==> config.mk <==
export PLATFORM = sky130hd
export DESIGN_NAME = disk_port_bridge
export DESIGN_NICKNAME = d
export VERILOG_FILES = /design/src/rtl/dpb_pkg.sv /design/src/rtl/dpb_rst_sync.sv /design/src/rtl/dpb_decode.sv /design/src/rtl/dpb_phase.sv /design/src/rtl/dpb_datapath.sv /design/src/rtl/disk_port_bridge.sv
export SDC_FILE = /design/constraint.sdc
export NUM_CORES = 1
export LEC_CHECK = 0
export BUFFER_PORTS_ARGS = -buffer_cell sky130_fd_sc_hd__buf_2
export CORE_MARGIN = 1
export CORE_UTILIZATION = 40
export DETAILED_ROUTE_END_ITERATION = 6
export PLACE_DENSITY = 0.9
export RECOVER_POWER = 50
export SYNTH_ARGS = -nofsm -noshare
export SYNTH_HDL_FRONTEND = slang
export SYNTH_SLANG_ARGS = --single-unit
==> constraint.sdc <==
create_clock -name clk -period 3.1 [get_ports clk]
set_clock_uncertainty 0.2 [all_clocks]
set_input_delay 0.62 -clock clk [delete_from_list [all_inputs] [get_ports clk]]
set_output_delay 0.62 -clock clk [all_outputs]
set_load 0.01 [all_outputs]
==> src/rtl/dpb_pkg.sv <==
package dpb_pkg;
  typedef enum logic {
    PH_ODD  = 1'b0,
    PH_EVEN = 1'b1
  } phase_e;

  typedef struct packed {
    logic drv;   // any drive register in the group
    logic data;  // the wide data register
    logic ctrl;  // the control port
  } hit_t;
endpackage

==> src/rtl/dpb_rst_sync.sv <==
module dpb_rst_sync #(
  parameter int STAGES = 2
) (
  input  logic clk,
  input  logic rst_n,
  output logic rst_sync_n
);
  logic [STAGES-1:0] chain_q;

  always_ff @(posedge clk or negedge rst_n) begin
    if (!rst_n) chain_q <= '0;
    else        chain_q <= {chain_q[STAGES-2:0], 1'b1};
  end

  assign rst_sync_n = chain_q[STAGES-1];
endmodule

==> src/rtl/dpb_decode.sv <==
module dpb_decode
  import dpb_pkg::*;
#(
  parameter int              ADDR_W      = 8,
  parameter int              IDX_W       = 3,
  parameter int              IDX_LSB     = 2,
  parameter logic [ADDR_W-1:0] GROUP_MASK  = 8'hE3,
  parameter logic [ADDR_W-1:0] GROUP_MATCH = 8'hA3,
  parameter logic [ADDR_W-1:0] CTRL_ADDR   = 8'hE3,
  parameter logic [IDX_W-1:0]  DATA_IDX    = '0
) (
  input  logic [ADDR_W-1:0] addr,
  output hit_t              hit,
  output logic [IDX_W-1:0]  idx
);
  logic in_drv;

  always_comb begin
    idx      = addr[IDX_LSB +: IDX_W];
    in_drv   = ((addr & GROUP_MASK) == GROUP_MATCH);
    hit.drv  = in_drv;
    hit.data = in_drv && (idx == DATA_IDX);
    hit.ctrl = (addr == CTRL_ADDR);
  end
endmodule

==> src/rtl/dpb_phase.sv <==
module dpb_phase
  import dpb_pkg::*;
#(
  parameter int CPU_W = 8
) (
  input  logic             clk,
  input  logic             rst_n,
  input  logic             acc_rd,
  input  logic             acc_wr,
  input  hit_t             hit,
  input  logic [CPU_W-1:0] drv_hi,
  input  logic [CPU_W-1:0] cpu_wdata,
  output phase_e           phase,
  output logic [CPU_W-1:0] hold
);
  phase_e           phase_q, phase_d;
  logic [CPU_W-1:0] hold_q, hold_d;
  logic             hold_en;
  logic             acc;

  assign acc = acc_rd || acc_wr;

  always_comb begin
    phase_d = phase_q;
    hold_d  = hold_q;
    hold_en = 1'b0;
    if (acc && hit.data) begin
      phase_d = (phase_q == PH_ODD) ? PH_EVEN : PH_ODD;
      if (phase_q == PH_ODD) begin
        hold_en = 1'b1;
        hold_d  = acc_rd ? drv_hi : cpu_wdata;
      end
    end else if (acc && (hit.drv || hit.ctrl)) begin
      phase_d = PH_ODD;
    end
  end

  always_ff @(posedge clk or negedge rst_n) begin
    if (!rst_n) begin
      phase_q <= PH_ODD;
      hold_q  <= '0;
    end else begin
      phase_q <= phase_d;
      if (hold_en) hold_q <= hold_d;
    end
  end

  assign phase = phase_q;
  assign hold  = hold_q;

  AST_DATA_ACCESS_FLIPS: assert property (@(posedge clk) disable iff (!rst_n)
    (acc && hit.data) |=> (phase != $past(phase)));
  AST_GROUP_FORCES_ODD: assert property (@(posedge clk) disable iff (!rst_n)
    (acc && !hit.data && (hit.drv || hit.ctrl)) |=> (phase == PH_ODD));
  AST_FOREIGN_KEEPS_PHASE: assert property (@(posedge clk) disable iff (!rst_n)
    (!acc || !(hit.drv || hit.ctrl)) |=> $stable(phase));
endmodule

==> src/rtl/dpb_datapath.sv <==
module dpb_datapath
  import dpb_pkg::*;
#(
  parameter int CPU_W = 8,
  parameter int IDX_W = 3
) (
  input  logic               acc_rd,
  input  logic               acc_wr,
  input  hit_t               hit,
  input  logic [IDX_W-1:0]   idx,
  input  phase_e             phase,
  input  logic [CPU_W-1:0]   hold,
  input  logic [CPU_W-1:0]   cpu_wdata,
  input  logic [2*CPU_W-1:0] drv_rdata,
  output logic [CPU_W-1:0]   cpu_rdata,
  output logic [IDX_W-1:0]   drv_sel,
  output logic               drv_rd,
  output logic               drv_wr,
  output logic [2*CPU_W-1:0] drv_wdata
);
  localparam int DRV_W = 2 * CPU_W;

  logic narrow;

  always_comb begin
    narrow  = hit.drv && !hit.data;
    drv_sel = idx;
    drv_rd  = acc_rd && (narrow || (hit.data && phase == PH_ODD));
    drv_wr  = acc_wr && (narrow || (hit.data && phase == PH_EVEN));
    if (hit.data) drv_wdata = {cpu_wdata, hold};
    else          drv_wdata = {{(DRV_W-CPU_W){1'b0}}, cpu_wdata};
    cpu_rdata = '0;
    if (acc_rd && hit.drv) begin
      if (hit.data && phase == PH_EVEN) cpu_rdata = hold;
      else                              cpu_rdata = drv_rdata[CPU_W-1:0];
    end
  end
endmodule

==> src/rtl/disk_port_bridge.sv <==
module disk_port_bridge
  import dpb_pkg::*;
#(
  parameter int CPU_W   = 8,
  parameter int ADDR_W  = 8,
  parameter int IDX_W   = 3,
  parameter int IDX_LSB = 2,
  parameter int SYNC_STAGES = 2,
  parameter logic [ADDR_W-1:0] GROUP_MASK  = 8'hE3,
  parameter logic [ADDR_W-1:0] GROUP_MATCH = 8'hA3,
  parameter logic [ADDR_W-1:0] CTRL_ADDR   = 8'hE3
) (
  input  logic                 clk,
  input  logic                 rst_n,
  input  logic [ADDR_W-1:0]    cpu_addr,
  input  logic                 cpu_rd,
  input  logic                 cpu_wr,
  input  logic [CPU_W-1:0]     cpu_wdata,
  output logic [CPU_W-1:0]     cpu_rdata,
  input  logic [2*CPU_W-1:0]   drv_rdata,
  output logic [IDX_W-1:0]     drv_sel,
  output logic                 drv_rd,
  output logic                 drv_wr,
  output logic [2*CPU_W-1:0]   drv_wdata
);
  localparam int DRV_W = 2 * CPU_W;

  logic             rst_sync_n;
  logic             acc_rd, acc_wr;
  hit_t             hit;
  logic [IDX_W-1:0] idx;
  phase_e           phase;
  logic [CPU_W-1:0] hold;

  // a cycle with both strobes high is not an access
  assign acc_rd = cpu_rd && !cpu_wr && rst_sync_n;
  assign acc_wr = cpu_wr && !cpu_rd && rst_sync_n;

  dpb_rst_sync #(.STAGES(SYNC_STAGES)) u_rst (
    .clk(clk), .rst_n(rst_n), .rst_sync_n(rst_sync_n));

  dpb_decode #(
    .ADDR_W(ADDR_W), .IDX_W(IDX_W), .IDX_LSB(IDX_LSB),
    .GROUP_MASK(GROUP_MASK), .GROUP_MATCH(GROUP_MATCH),
    .CTRL_ADDR(CTRL_ADDR), .DATA_IDX('0)
  ) u_dec (.addr(cpu_addr), .hit(hit), .idx(idx));

  dpb_phase #(.CPU_W(CPU_W)) u_phase (
    .clk(clk), .rst_n(rst_sync_n), .acc_rd(acc_rd), .acc_wr(acc_wr),
    .hit(hit), .drv_hi(drv_rdata[DRV_W-1:CPU_W]), .cpu_wdata(cpu_wdata),
    .phase(phase), .hold(hold));

  dpb_datapath #(.CPU_W(CPU_W), .IDX_W(IDX_W)) u_dp (
    .acc_rd(acc_rd), .acc_wr(acc_wr), .hit(hit), .idx(idx),
    .phase(phase), .hold(hold), .cpu_wdata(cpu_wdata),
    .drv_rdata(drv_rdata), .cpu_rdata(cpu_rdata), .drv_sel(drv_sel),
    .drv_rd(drv_rd), .drv_wr(drv_wr), .drv_wdata(drv_wdata));

  AST_EVEN_READ_LOCAL: assert property (@(posedge clk) disable iff (!rst_sync_n)
    (acc_rd && hit.data && phase == PH_EVEN) |-> (!drv_rd && cpu_rdata == hold));
  AST_ODD_WRITE_SILENT: assert property (@(posedge clk) disable iff (!rst_sync_n)
    (acc_wr && hit.data && phase == PH_ODD) |-> !drv_wr);
  AST_STROBES_EXCLUSIVE: assert property (@(posedge clk) disable iff (!rst_sync_n)
    $onehot0({drv_rd, drv_wr}));
  AST_NARROW_HI_ZERO: assert property (@(posedge clk) disable iff (!rst_sync_n)
    (drv_wr && drv_sel != '0) |-> (drv_wdata[DRV_W-1:CPU_W] == '0));
  AST_FOREIGN_QUIET: assert property (@(posedge clk) disable iff (!rst_sync_n)
    !hit.drv |-> (!drv_rd && !drv_wr && cpu_rdata == '0));
endmodule

After elaboration in Yosys (flattened, before gate mapping)

Index checks and enable logic that the tools add are counted.

Register bits after elaboration: 11
Output and inout bits: 29

Eq/ne operators: 2
Multiplexer cells: 8
Bitwise operators: 1
Reduce and logical (&&, ||, !) cells: 23

Operators by type and width:

| cell                                       | number |
|---|---|
| two-way mux 8 bit                          | 3 |
| two-way mux 16 bit                         | 1 |
| logical AND 1 bit                          | 13 |
| equality test 8 bit, second input constant | 1 |
| equality test 5 bit, second input constant | 1 |
| logical OR 1 bit                           | 4 |
| two-way mux 1 bit                          | 4 |
| logical NOT 1 bit                          | 3 |
| logical NOT 3 bit                          | 1 |
| AND reduction 3 bit                        | 1 |
| nonzero test 2 bit                         | 1 |
| NOT 1 bit                                  | 1 |

Logic depth before layout (Yosys ltp)

Gate-level depths: netlist (run 1).

Word-level depth: 7
Depth in mapped cells: 5

Hierarchy

From an unflattened synthesis (run 1), not the netlist that was laid out.

Cell total of the unflattened synthesis: 100
Area total of the unflattened synthesis: 1012.2 um^2

Modules (own cells, without submodules):

| module           | times used | cells an instance | area an instance (um^2) |
|---|---|---|---|
| dpb_phase        | 1          | 30                | 464.2 |
| dpb_datapath     | 1          | 55                | 412.9 |
| dpb_decode       | 1          | 10                | 63.8 |
| dpb_rst_sync     | 1          | 3                 | 53.8 |
| disk_port_bridge | 1          | 2                 | 17.5 |

Worst setup path before layout (run 1)

No wires, ideal clock.

Kind: input port to output port
From: input port cpu_addr[4]
To: output port drv_wdata[2]
Data arrival time: 2.035 ns
Path slack: 0.245 ns
Stages: 5
Path buffers: 2
Path through: or3_1 buf_2 nor3_2 buf_2 mux2_2

Longest elaborated chain between the ends: 3

Ends and longest elaborated chain:

| what               | RTL line               | source |
|---|---|---|
| start, declared    | disk_port_bridge.sv:15 | `input logic [ADDR_W-1:0] cpu_addr,` |
| logical NOT 3 bit  | dpb_decode.sv:22       | `hit.data = in_drv && (idx == DATA_IDX);` |
| logical AND 1 bit  | dpb_decode.sv:22       |  |
| two-way mux 16 bit | dpb_datapath.sv:30     | `if (hit.data) drv_wdata = {cpu_wdata, hold};` |
| end, declared      | disk_port_bridge.sv:24 | `output logic [2*CPU_W-1:0] drv_wdata` |

Every way passes these cells.

Worst setup path in the final report (run 1)

From: input port cpu_addr[4]
To: output port drv_wdata[1]

The elaborated chain is that of the path after synthesis.

==> results.sh, run 1 <==
export IMPL_portBuffers=64
export IMPL_cts_tree="done"
export IMPL_postRouteAntennaNets=0
export IMPL_yosys_area_top_type="dfrtp_1"
export IMPL_grt_start_max_net_pins=10
export IMPL_fmax_ghz=0.347
export IMPL_ir_drop_mv=0.158
export IMPL_grt_pass1_wl_microns=4040
export IMPL_cts_resized=0
export IMPL_max_slew_margin_pct=33.8
export IMPL_place_gp_congestion=0.718
export IMPL_avgSynthCellArea_sq_um=9.62
export IMPL_synth_common_cells="mux2_2, nand2_1, dfrtp_1"
export IMPL_total_power_uw=325
export IMPL_internal_power_uw=236
export IMPL_clkSlewWorstSetupHoldPaths_ns=0.07
export IMPL_synth_cell_area_sq_um=885
export IMPL_yosysSeqAreaShare_pct=31.1
export IMPL_insertion_delay_ns=0.27
export IMPL_pre_cts_ws_ns=0.213
export IMPL_fillers=188
export IMPL_grt_total_usage_pct=22.5
export IMPL_avgViaCountPerCell=5.11
export IMPL_post_route_period_util_pct=92.9
export IMPL_overflow=0
export IMPL_cts_max_path_buffers=2
export IMPL_final_max_slew_viol_count=0
export IMPL_setup_tns_ns=0
export IMPL_synthTopCellsByArea="dfrtp_1, mux2_2, nand2_1"
export IMPL_cp_end_kind="output pin"
export IMPL_dieArea_sq_mm=0.00240
export IMPL_h_tree_depth=1
export IMPL_syn_to_final_growth_pct=42.7
export IMPL_placed_cell_area_sq_mm=0.00124
export IMPL_via_count=955
export IMPL_grt_setup_unrepaired="false"
export IMPL_min_period_ns=2.88
export IMPL_synth_ff_type="dfrtp_1"
export IMPL_wl_per_cell_microns=13.8
export IMPL_cts_root_buffer="clkbuf_4"
export IMPL_drt_iter0_markers=13
export IMPL_nets=197
export IMPL_die_w_microns=49.0
export IMPL_numCtsBuffers=3
export IMPL_synth_top_area_share_pct=31.1
export IMPL_grt_pass1_vias=925
export IMPL_grt_antenna_before_repair=0
export IMPL_ys_warn_count=0
export IMPL_hold_viol_final=0
export IMPL_yosysMostFrequentCell="mux2_2"
export IMPL_rows=16
export IMPL_cts_sinks=11
export IMPL_dr_pass1_iters=4
export IMPL_swShare_pct=27.2
export IMPL_max_cap_viol_count=0
export IMPL_fin_ws_ns=0.219
export IMPL_r2r_start="u_phase.phase$_DFFE_PN0P_"
export IMPL_start_kind="input port"
export IMPL_required_ns=2.28
export IMPL_setup_worst_path_start="cpu_addr[4]"
export IMPL_stdcell_area_sq_mm=0.00126
export IMPL_crit_fanout=8
export IMPL_diodes=0
export IMPL_wl_microns=2570
export IMPL_clkPwrFrac_pct=31.0
export IMPL_holdCritStartpoint="u_rst.chain_q[0]$_DFF_PN0_"
export IMPL_syn_nets=128
export IMPL_final_util_pct=62.4
export IMPL_synth_cell_type_count=24
export IMPL_start_util_pct=43.7
export IMPL_power_density_mw_per_mm2=257
export IMPL_synthCells=92
export IMPL_coreArea_sq_mm=0.00202
export IMPL_synth_edf_count=0
export IMPL_p_comb_share_pct=23.1
export IMPL_hpwl_microns=2110
export IMPL_switching_power_uw=88.4
export IMPL_critPathKind="input port to output pin"
export IMPL_ys_ff_latch=11
export IMPL_num_io_pins=65
export IMPL_hp_class="flop to flop"
export IMPL_arrival_ns=2.06
export IMPL_synthArstFlopShare_pct=100
export IMPL_chipHeight_microns=49.0
export IMPL_drive_gt1_share_pct=59.4
export IMPL_setup_viol=0
export IMPL_p_seq_share_pct=45.9
export IMPL_worst_pin_slew_ns=0.985
export IMPL_leakage_uw=0.000657
export IMPL_route_detailed_drc=0
export IMPL_outcome="finished clean"
[layer usage]
layer	wire [microns]	share of wire [%]	track usage [%]	vias to the layer above
li1	-	-	-	465
met1	1010	39	24.4	426
met5	0	0	0	-
met4	110	4.3	15.7	0
met2	1270	49	39.4	53
met3	181	7.0	4.05	11
[power groups by stage]
| stage | combinational [uW] | sequential [uW] | clock (uW) |
|---|---|---|---|
| 2_1_floorplan | 35.4 | 152 | 0 |
| 3_3_place_gp | 71.4 | 152 | 0 |
| 3_5_place_dp | 75.1 | 152 | 0 |
| 4_1_cts | 77.8 | 149 | 102 |
| 5_1_grt | 81.7 | 149 | 108 |
| 6_report | 75.0 | 149 | 101 |
[final cells by class]
cell class / count / area (sq um) / share of cell area, %
Multi-Input combinational cell: 72 / 553 / 43.8
Tap cell: 27 / 33.8 / 2.68
Timing Repair Buffer: 71 / 367 / 29.0
Clock buffer: 4 / 26.3 / 2.08
Inverter: 2 / 7.51 / 0.595
Sequential cell: 11 / 275 / 21.8
[sequential cells by signal, summed over array words and instances, names as in the netlist]
name	cells
u_phase.hold	8
u_rst.chain_q	2
u_phase.phase	1
[through the flow]
step           hold slack (ns)  instances
3_5_place_dp            -0.117        181
5_1_grt                  0.159        187
4_1_cts                 0.0853        187
2_1_floorplan          -0.0604         92
3_3_place_gp            -0.120        181
6_report                 0.152        187
[what timing repair did]
action / CTS / global route
buffers inserted: 0 / 0
hold endpoints to repair: 4 / 0
hold buffers: 2 / 0
[worst paths after layout]
path                                          endpoint  slack [ns]  depth (start not counted)
setup reg to reg           u_phase.hold[2]$_DFFE_PN0P_        0.68                          3
min in group asynchronous  u_phase.hold[4]$_DFFE_PN0P_        0.16                          1
setup / recovery                          drv_wdata[1]        0.22                          6
max in group asynchronous    u_phase.phase$_DFFE_PN0P_        2.07                          1
hold reg to reg             u_rst.chain_q[1]$_DFF_PN0_        0.15                          0
hold / removal              u_rst.chain_q[1]$_DFF_PN0_        0.15                          0
[worst max-delay path: stages]
cell	delay [ns]
clkbuf_1	0.12
or3_1	0.47
nor3_2	0.17
buf_4	0.19
mux2_2	0.34
buf_2	0.14
[cell families (layout without fill, tap and decap cells)]
logic type / after synthesis / in the layout / share of synthesized area (%)
multiplexers: 24 / 24 / 30.6
XOR/XNOR: 1 / 1 / 0.990
AND/OR/NAND/NOR: 35 / 35 / 23.8
other: 1 / 1 / 0.424
buffers and inverters: 9 / 77 / 5.38
AO/OA/AOI/OAI: 11 / 11 / 7.78
flip-flops: 11 / 11 / 31.1
[placed cells by master (no fill, tap or decap), types with 2 or more instances in the layout]
cell	n
clkbuf_1	8
inv_1	2
dfrtp_1	11
mux2_2	24
dlygate4sd3_1	2
nand2_1	16
clkbuf_4	3
and2_1	8
a21oi_1	8
buf_4	4
or3_1	2
buf_2	58
Power figures use the tool's default switching activity.
==> run 2: changes to the inputs <==
CORE_UTILIZATION = 42   (was 40)
GPL_TIMING_DRIVEN = 1   (was default)
PLACE_DENSITY = 0.91   (was 0.9)
SYNTH_HIERARCHICAL = 1   (was default)
TNS_END_PERCENT = 30   (was default)
==> run 2 against run 1 <==
Compared with the run above:
- critical path depth unchanged
- sequential share of layout area down 0.77 points
- sequential power grew 3%
- via count shrank 0.10%
- total power fell by 1.6%
- register-to-register slack improved by 0.33 ns
- core utilization decreased by 3.8 points
- largest cell class unchanged
- highest routed layer unchanged
==> results.sh, run 2 <==
export IMPL_numCtsBuffers=3
export IMPL_grt_start_max_net_pins=38
export IMPL_insertion_delay_ns=0.25
export IMPL_postRouteAntennaNets=0
export IMPL_fmax_ghz=0.340
export IMPL_crit_fanout=37
export IMPL_dieArea_sq_mm=0.00261
export IMPL_h_tree_depth=1
export IMPL_ys_ff_latch=11
export IMPL_cts_sinks=11
export IMPL_final_common_cell="buf_2"
export IMPL_power_density_mw_per_mm2=244
export IMPL_grt_setup_unrepaired="false"
export IMPL_yosys_area_top_type="dfrtp_1"
export IMPL_place_gp_congestion=0.761
export IMPL_synth_cell_type_count=24
export IMPL_required_ns=2.28
export IMPL_wl_microns=2430
export IMPL_rows=17
export IMPL_placed_cell_area_sq_mm=0.00128
export IMPL_stdcell_area_sq_mm=0.00131
export IMPL_largest_reg_flops=8
export IMPL_grt_pass1_vias=898
export IMPL_synth_cell_area_sq_mm=0.00101
export IMPL_drt_iter0_markers=11
export IMPL_leakage_uw=0.000686
export IMPL_max_cap_viol_count=0
export IMPL_diodes=0
export IMPL_hp_class="flop to flop"
export IMPL_synth_top_area_share_pct=27.2
export IMPL_grt_antenna_before_repair=0
export IMPL_crit_path_frequent_cell="buf_2"
export IMPL_crit_slowest_cell="or4_1"
export IMPL_worst_pin_slew_ns=0.672
export IMPL_critPathKind="input port to output pin"
export IMPL_drive_gt1_share_pct=58.9
export IMPL_start_util_pct=45.3
export IMPL_ir_drop_mv=0.277
export IMPL_yosysMostFrequentCell="mux2_2"
export IMPL_max_slew_margin_pct=55.0
export IMPL_setup_tns_ns=0
export IMPL_cts_tree="done"
export IMPL_final_max_slew_viol_count=0
export IMPL_min_period_ns=2.94
export IMPL_grt_pass1_wl_microns=3750
export IMPL_nets=195
export IMPL_avgViaCountPerCell=5.13
export IMPL_final_util_pct=58.6
export IMPL_layout_common_cells="buf_2, mux2_2, dfrtp_1"
export IMPL_rr_worst_depth=5
export IMPL_syn_nets=136
export IMPL_pre_cts_ws_ns=0.183
export IMPL_syn_to_final_growth_pct=29.3
export IMPL_synth_edf_count=0
export IMPL_via_count=954
export IMPL_cp_slowest_stage_delay_ns=0.50
export IMPL_cts_max_path_buffers=2
export IMPL_setup_worst_path_start="cpu_addr[2]"
export IMPL_wl_per_cell_microns=13.1
export IMPL_synthTopCellsByArea="dfrtp_1, mux2_2, buf_6"
export IMPL_avgSynthCellArea_sq_um=10.1
export IMPL_hpwl_microns=1900
export IMPL_outcome="finished clean"
export IMPL_timing_rr_end="u_phase/hold[2]$_DFFE_PN0P_"
export IMPL_coreArea_sq_mm=0.00223
export IMPL_ys_warn_count=6
export IMPL_synthCells=100
export IMPL_die_w_microns=51.1
export IMPL_setup_viol=0
export IMPL_start_kind="input port"
export IMPL_overflow=0
export IMPL_cts_root_buffer="clkbuf_4"
export IMPL_synthArstFlopShare_pct=100
export IMPL_route_detailed_drc=0
export IMPL_holdCritStartpoint="u_rst/chain_q[0]$_DFF_PN0_"
export IMPL_holdPathStages=0
export IMPL_crit_end="drv_wdata[4]"
export IMPL_cts_setup_buffers=0
export IMPL_yosysSeqAreaShare_pct=27.2
export IMPL_post_route_period_util_pct=95.0
export IMPL_postCtsHoldBufs=2
export IMPL_hold_viol_final=0
export IMPL_cp_end_kind="output pin"
export IMPL_arrival_ns=2.12
export IMPL_num_io_pins=65
export IMPL_clkSlewWorstSetupHoldPaths_ns=0.06
export IMPL_grt_total_usage_pct=18.6
export IMPL_synth_common_cells="mux2_2, dfrtp_1, a21oi_1, and2_1, nand3_1"
export IMPL_chipHeight_microns=51.1
export IMPL_cts_resized=0
export IMPL_r2r_start="u_rst/chain_q[1]$_DFF_PN0_"
export IMPL_dr_pass1_iters=4
export IMPL_path_cells="buf_2 > or4_1 > nor2_1 > buf_12 > mux2_2 > buf_2"
export IMPL_synth_ff_type="dfrtp_1"
export IMPL_ff2ff_setup_slack_ns=1.01
export IMPL_portBuffers=64
export IMPL_fin_ws_ns=0.156
==> run 2: critical path, delay by kind of cell <==
kind | cells | cell delay, ns
buffers and inverters | 3 | 0.46
muxes | 1 | 0.34
and+or+nand+nor | 2 | 0.69
==> run 2: kinds of logic after synthesis <==
family / synth area share [%]
compound gates: 15.1
buf+inv: 11.7
flops: 27.2
mux: 26.7
other cells: 0.370
simple gates: 18.9
==> run 2: how the worst min path moves through the flow <==
stage	end	slack (ns)
final	u_rst/chain_q[1]$_DFF_PN0_	0.15
after global routing	u_rst/chain_q[1]$_DFF_PN0_	0.16
after CTS	u_rst/chain_q[1]$_DFF_PN0_	0.16
after detailed placement	u_phase/hold[7]$_DFFE_PN0P_	-0.04
after global placement	u_phase/hold[7]$_DFFE_PN0P_	-0.04
after floorplan	u_phase/hold[0]$_DFFE_PN0P_	-0.08
==> run 2: area by class of cell <==
cell class,instances,area [sq um]
flip-flops and latches,11,275
repair buffers,68,360
clock buffers,4,26.3
multi-input cells,75,612
fillers,207,925
well taps,28,35.0
==> run 2: through the flow <==
step                      instances  power (uW)  hold WS, ns
after floorplan                 100         199      -0.0808
after global placement          180         226      -0.0407
after detailed placement        180         229      -0.0368
after CTS                       186         324        0.156
after global routing            186         336        0.159
final                           186         319        0.152
==> run 2: per-layer routing <==
metal  global-route usage (%)  wire, microns  vias to the layer above
met4                     7.41             17                        0
met2                     35.7           1330                       31
met1                     19.6            965                      457
li1                         -              -                      464
met3                     3.27            121                        2
met5                        0              0                        -
==> run 2: report_power, final <==
group          internal, uW  switching [uW]
logic                  43.3            29.4
registers               148            5.94
clock network          49.6            42.8
total                   241            78.2
==> run 3: changes to the inputs <==
SETUP_SLACK_MARGIN = 0.2   (was default)
==> run 3 against run 2 <==
Compared with the run above:
- maximum frequency shrank 0.60%
- non-clock buffer count increased by 4
- core utilization is 4.1 points higher
- combinational power is 4.4% higher
- die area unchanged
- setup slack worse by 0.018 ns
- hold slack about the same
- total power grew 1.4%
- first-iteration DRC count grew 27%
- global-route usage rose by 1.9 points
- clock power is 0.6% higher
- critical path type unchanged
- highest routed layer unchanged
==> results.sh, run 3 (synthesis results as in run 2) <==
export IMPL_outcome="finished clean"
export IMPL_largest_reg_flops=8
export IMPL_leakage_uw=0.000724
export IMPL_num_io_pins=65
export IMPL_wl_per_cell_microns=15.2
export IMPL_setup_viol=0
export IMPL_cts_root_buffer="clkbuf_4"
export IMPL_fillers=196
export IMPL_chipHeight_microns=51.1
export IMPL_via_count=995
export IMPL_worst_pin_slew_ns=0.704
export IMPL_critPathKind="input port to output pin"
export IMPL_hold_viol_final=0
export IMPL_insertion_delay_ns=0.25
export IMPL_coreArea_sq_mm=0.00223
export IMPL_arrival_ns=2.14
export IMPL_timing_rr_end="u_phase/hold[7]$_DFFE_PN0P_"
export IMPL_overflow=0
export IMPL_grt_pass1_vias=954
export IMPL_internal_power_uw=242
export IMPL_start_kind="input port"
export IMPL_ir_drop_mv=0.273
export IMPL_drt_iter0_markers=14
export IMPL_ff2ff_setup_slack_ns=0.95
export IMPL_power_density_mw_per_mm2=231
export IMPL_avgViaCountPerCell=5.24
export IMPL_hpwl_microns=1900
export IMPL_dr_pass1_iters=4
export IMPL_total_power_uw=324
export IMPL_crit_end="drv_wdata[4]"
export IMPL_final_max_slew_viol_count=0
export IMPL_cp_end_kind="output pin"
export IMPL_grt_antenna_before_repair=0
export IMPL_clkSlewWorstSetupHoldPaths_ns=0.06
export IMPL_final_common_cell="buf_2"
export IMPL_cts_max_path_buffers=2
export IMPL_switching_power_uw=81.1
export IMPL_p_seq_share_pct=47.8
export IMPL_grt_start_max_net_pins=21
export IMPL_grt_total_usage_pct=20.5
export IMPL_grt_setup_unrepaired="true"
export IMPL_rows=17
export IMPL_postRouteAntennaNets=0
export IMPL_layout_common_cells="buf_2, mux2_2, dfrtp_1"
export IMPL_required_ns=2.28
export IMPL_p_comb_share_pct=23.5
export IMPL_max_slew_margin_pct=52.9
export IMPL_numCtsBuffers=3
export IMPL_route_detailed_drc=0
export IMPL_swShare_pct=25.1
export IMPL_cts_tree="done"
export IMPL_wl_microns=2880
export IMPL_max_cap_viol_count=0
export IMPL_die_w_microns=51.1
export IMPL_setup_tns_ns=0
export IMPL_setup_worst_path_start="cpu_addr[3]"
export IMPL_place_gp_congestion=0.761
export IMPL_fmax_ghz=0.338
export IMPL_holdWs_ns=0.153
export IMPL_dieArea_sq_mm=0.00261
export IMPL_hp_class="flop to flop"
export IMPL_multi_input_area_sq_um=619
export IMPL_post_route_period_util_pct=95.5
export IMPL_seqCellArea_sq_um=275
export IMPL_portBuffers=64
export IMPL_r2r_start="u_rst/chain_q[1]$_DFF_PN0_"
export IMPL_syn_to_final_growth_pct=38.3
export IMPL_cts_sinks=11
export IMPL_drive_gt1_share_pct=59.9
export IMPL_rr_worst_depth=5
export IMPL_h_tree_depth=1
export IMPL_crit_fanout=19
export IMPL_nets=199
export IMPL_diodes=0
export IMPL_min_period_ns=2.96
export IMPL_start_util_pct=45.3
export IMPL_clkPwrFrac_pct=28.8
export IMPL_grt_pass1_wl_microns=4070
## run 3: cell types whose count changed in the layout (fill, tap and decap cells not counted), sizes merged
cell	change
buf	+2
clkbuf	+2
## run 3: critical path, stage by stage
cell    delay [ns]
buf_6         0.09
or4_1         0.57
nor2_4        0.19
buf_12        0.17
mux2_2        0.35
buf_2         0.15
## run 3: layout make-up
type	count	area share, %
clock buffer	4	1.88
timing repair buffer	72	31.7
sequential	11	19.7
multi-input combinational	75	44.2
tap	28	2.50
## run 3: through the flow
stage                     utilization, %  instances  cell area (sq um)  worst slack, ns
after floorplan                        -        100               1010            0.347
after global placement              57.3        180               1280            0.202
after detailed placement            57.3        180               1280            0.183
after CTS                           61.0        187               1360            0.183
after global routing                62.7        190               1400           0.0845
final                               62.7        190               1400            0.138
## run 3: repair_timing
| item | CTS | global route |
|---|---|---|
| hold buffers | 2 | 0 |
| hold endpoints to repair | 11 | 0 |
| setup buffers | 0 | 1 |
| gates cloned | 1 | 2 |
| pin swaps | 0 | 2 |
| gates resized for setup | 1 | 3 |
| setup endpoints to repair | 8 | 17 |
## run 3: worst min path at each step
stage | startpoint | endpoint | slack (ns) | cells past startpoint
after CTS | u_rst/chain_q[0]$_DFF_PN0_ | u_rst/chain_q[1]$_DFF_PN0_ | 0.16 | 0
after floorplan | u_rst/chain_q[1]$_DFF_PN0_ | u_phase/hold[0]$_DFFE_PN0P_ | -0.08 | 0
after global routing | u_rst/chain_q[0]$_DFF_PN0_ | u_rst/chain_q[1]$_DFF_PN0_ | 0.16 | 0
after global placement | u_rst/chain_q[1]$_DFF_PN0_ | u_phase/hold[7]$_DFFE_PN0P_ | -0.04 | 0
final | u_rst/chain_q[0]$_DFF_PN0_ | u_rst/chain_q[1]$_DFF_PN0_ | 0.15 | 0
after detailed placement | u_rst/chain_q[1]$_DFF_PN0_ | u_phase/hold[7]$_DFFE_PN0P_ | -0.04 | 0
## run 3: power groups by stage
stage	combinational, uW	clock, uW	sequential, uW
2_1_floorplan	44.6	0	155
3_3_place_gp	67.2	0	158
3_5_place_dp	70.0	0	159
4_1_cts	75.2	95.0	154
5_1_grt	82.3	103	155
6_report	76.0	93.0	155
## run 3: layer usage
layer / global-route usage [%] / wire, microns
met1: 21.6 / 1090
met3: 3.87 / 139
met5: 0 / 0
met2: 38.4 / 1580
met4: 10.2 / 71
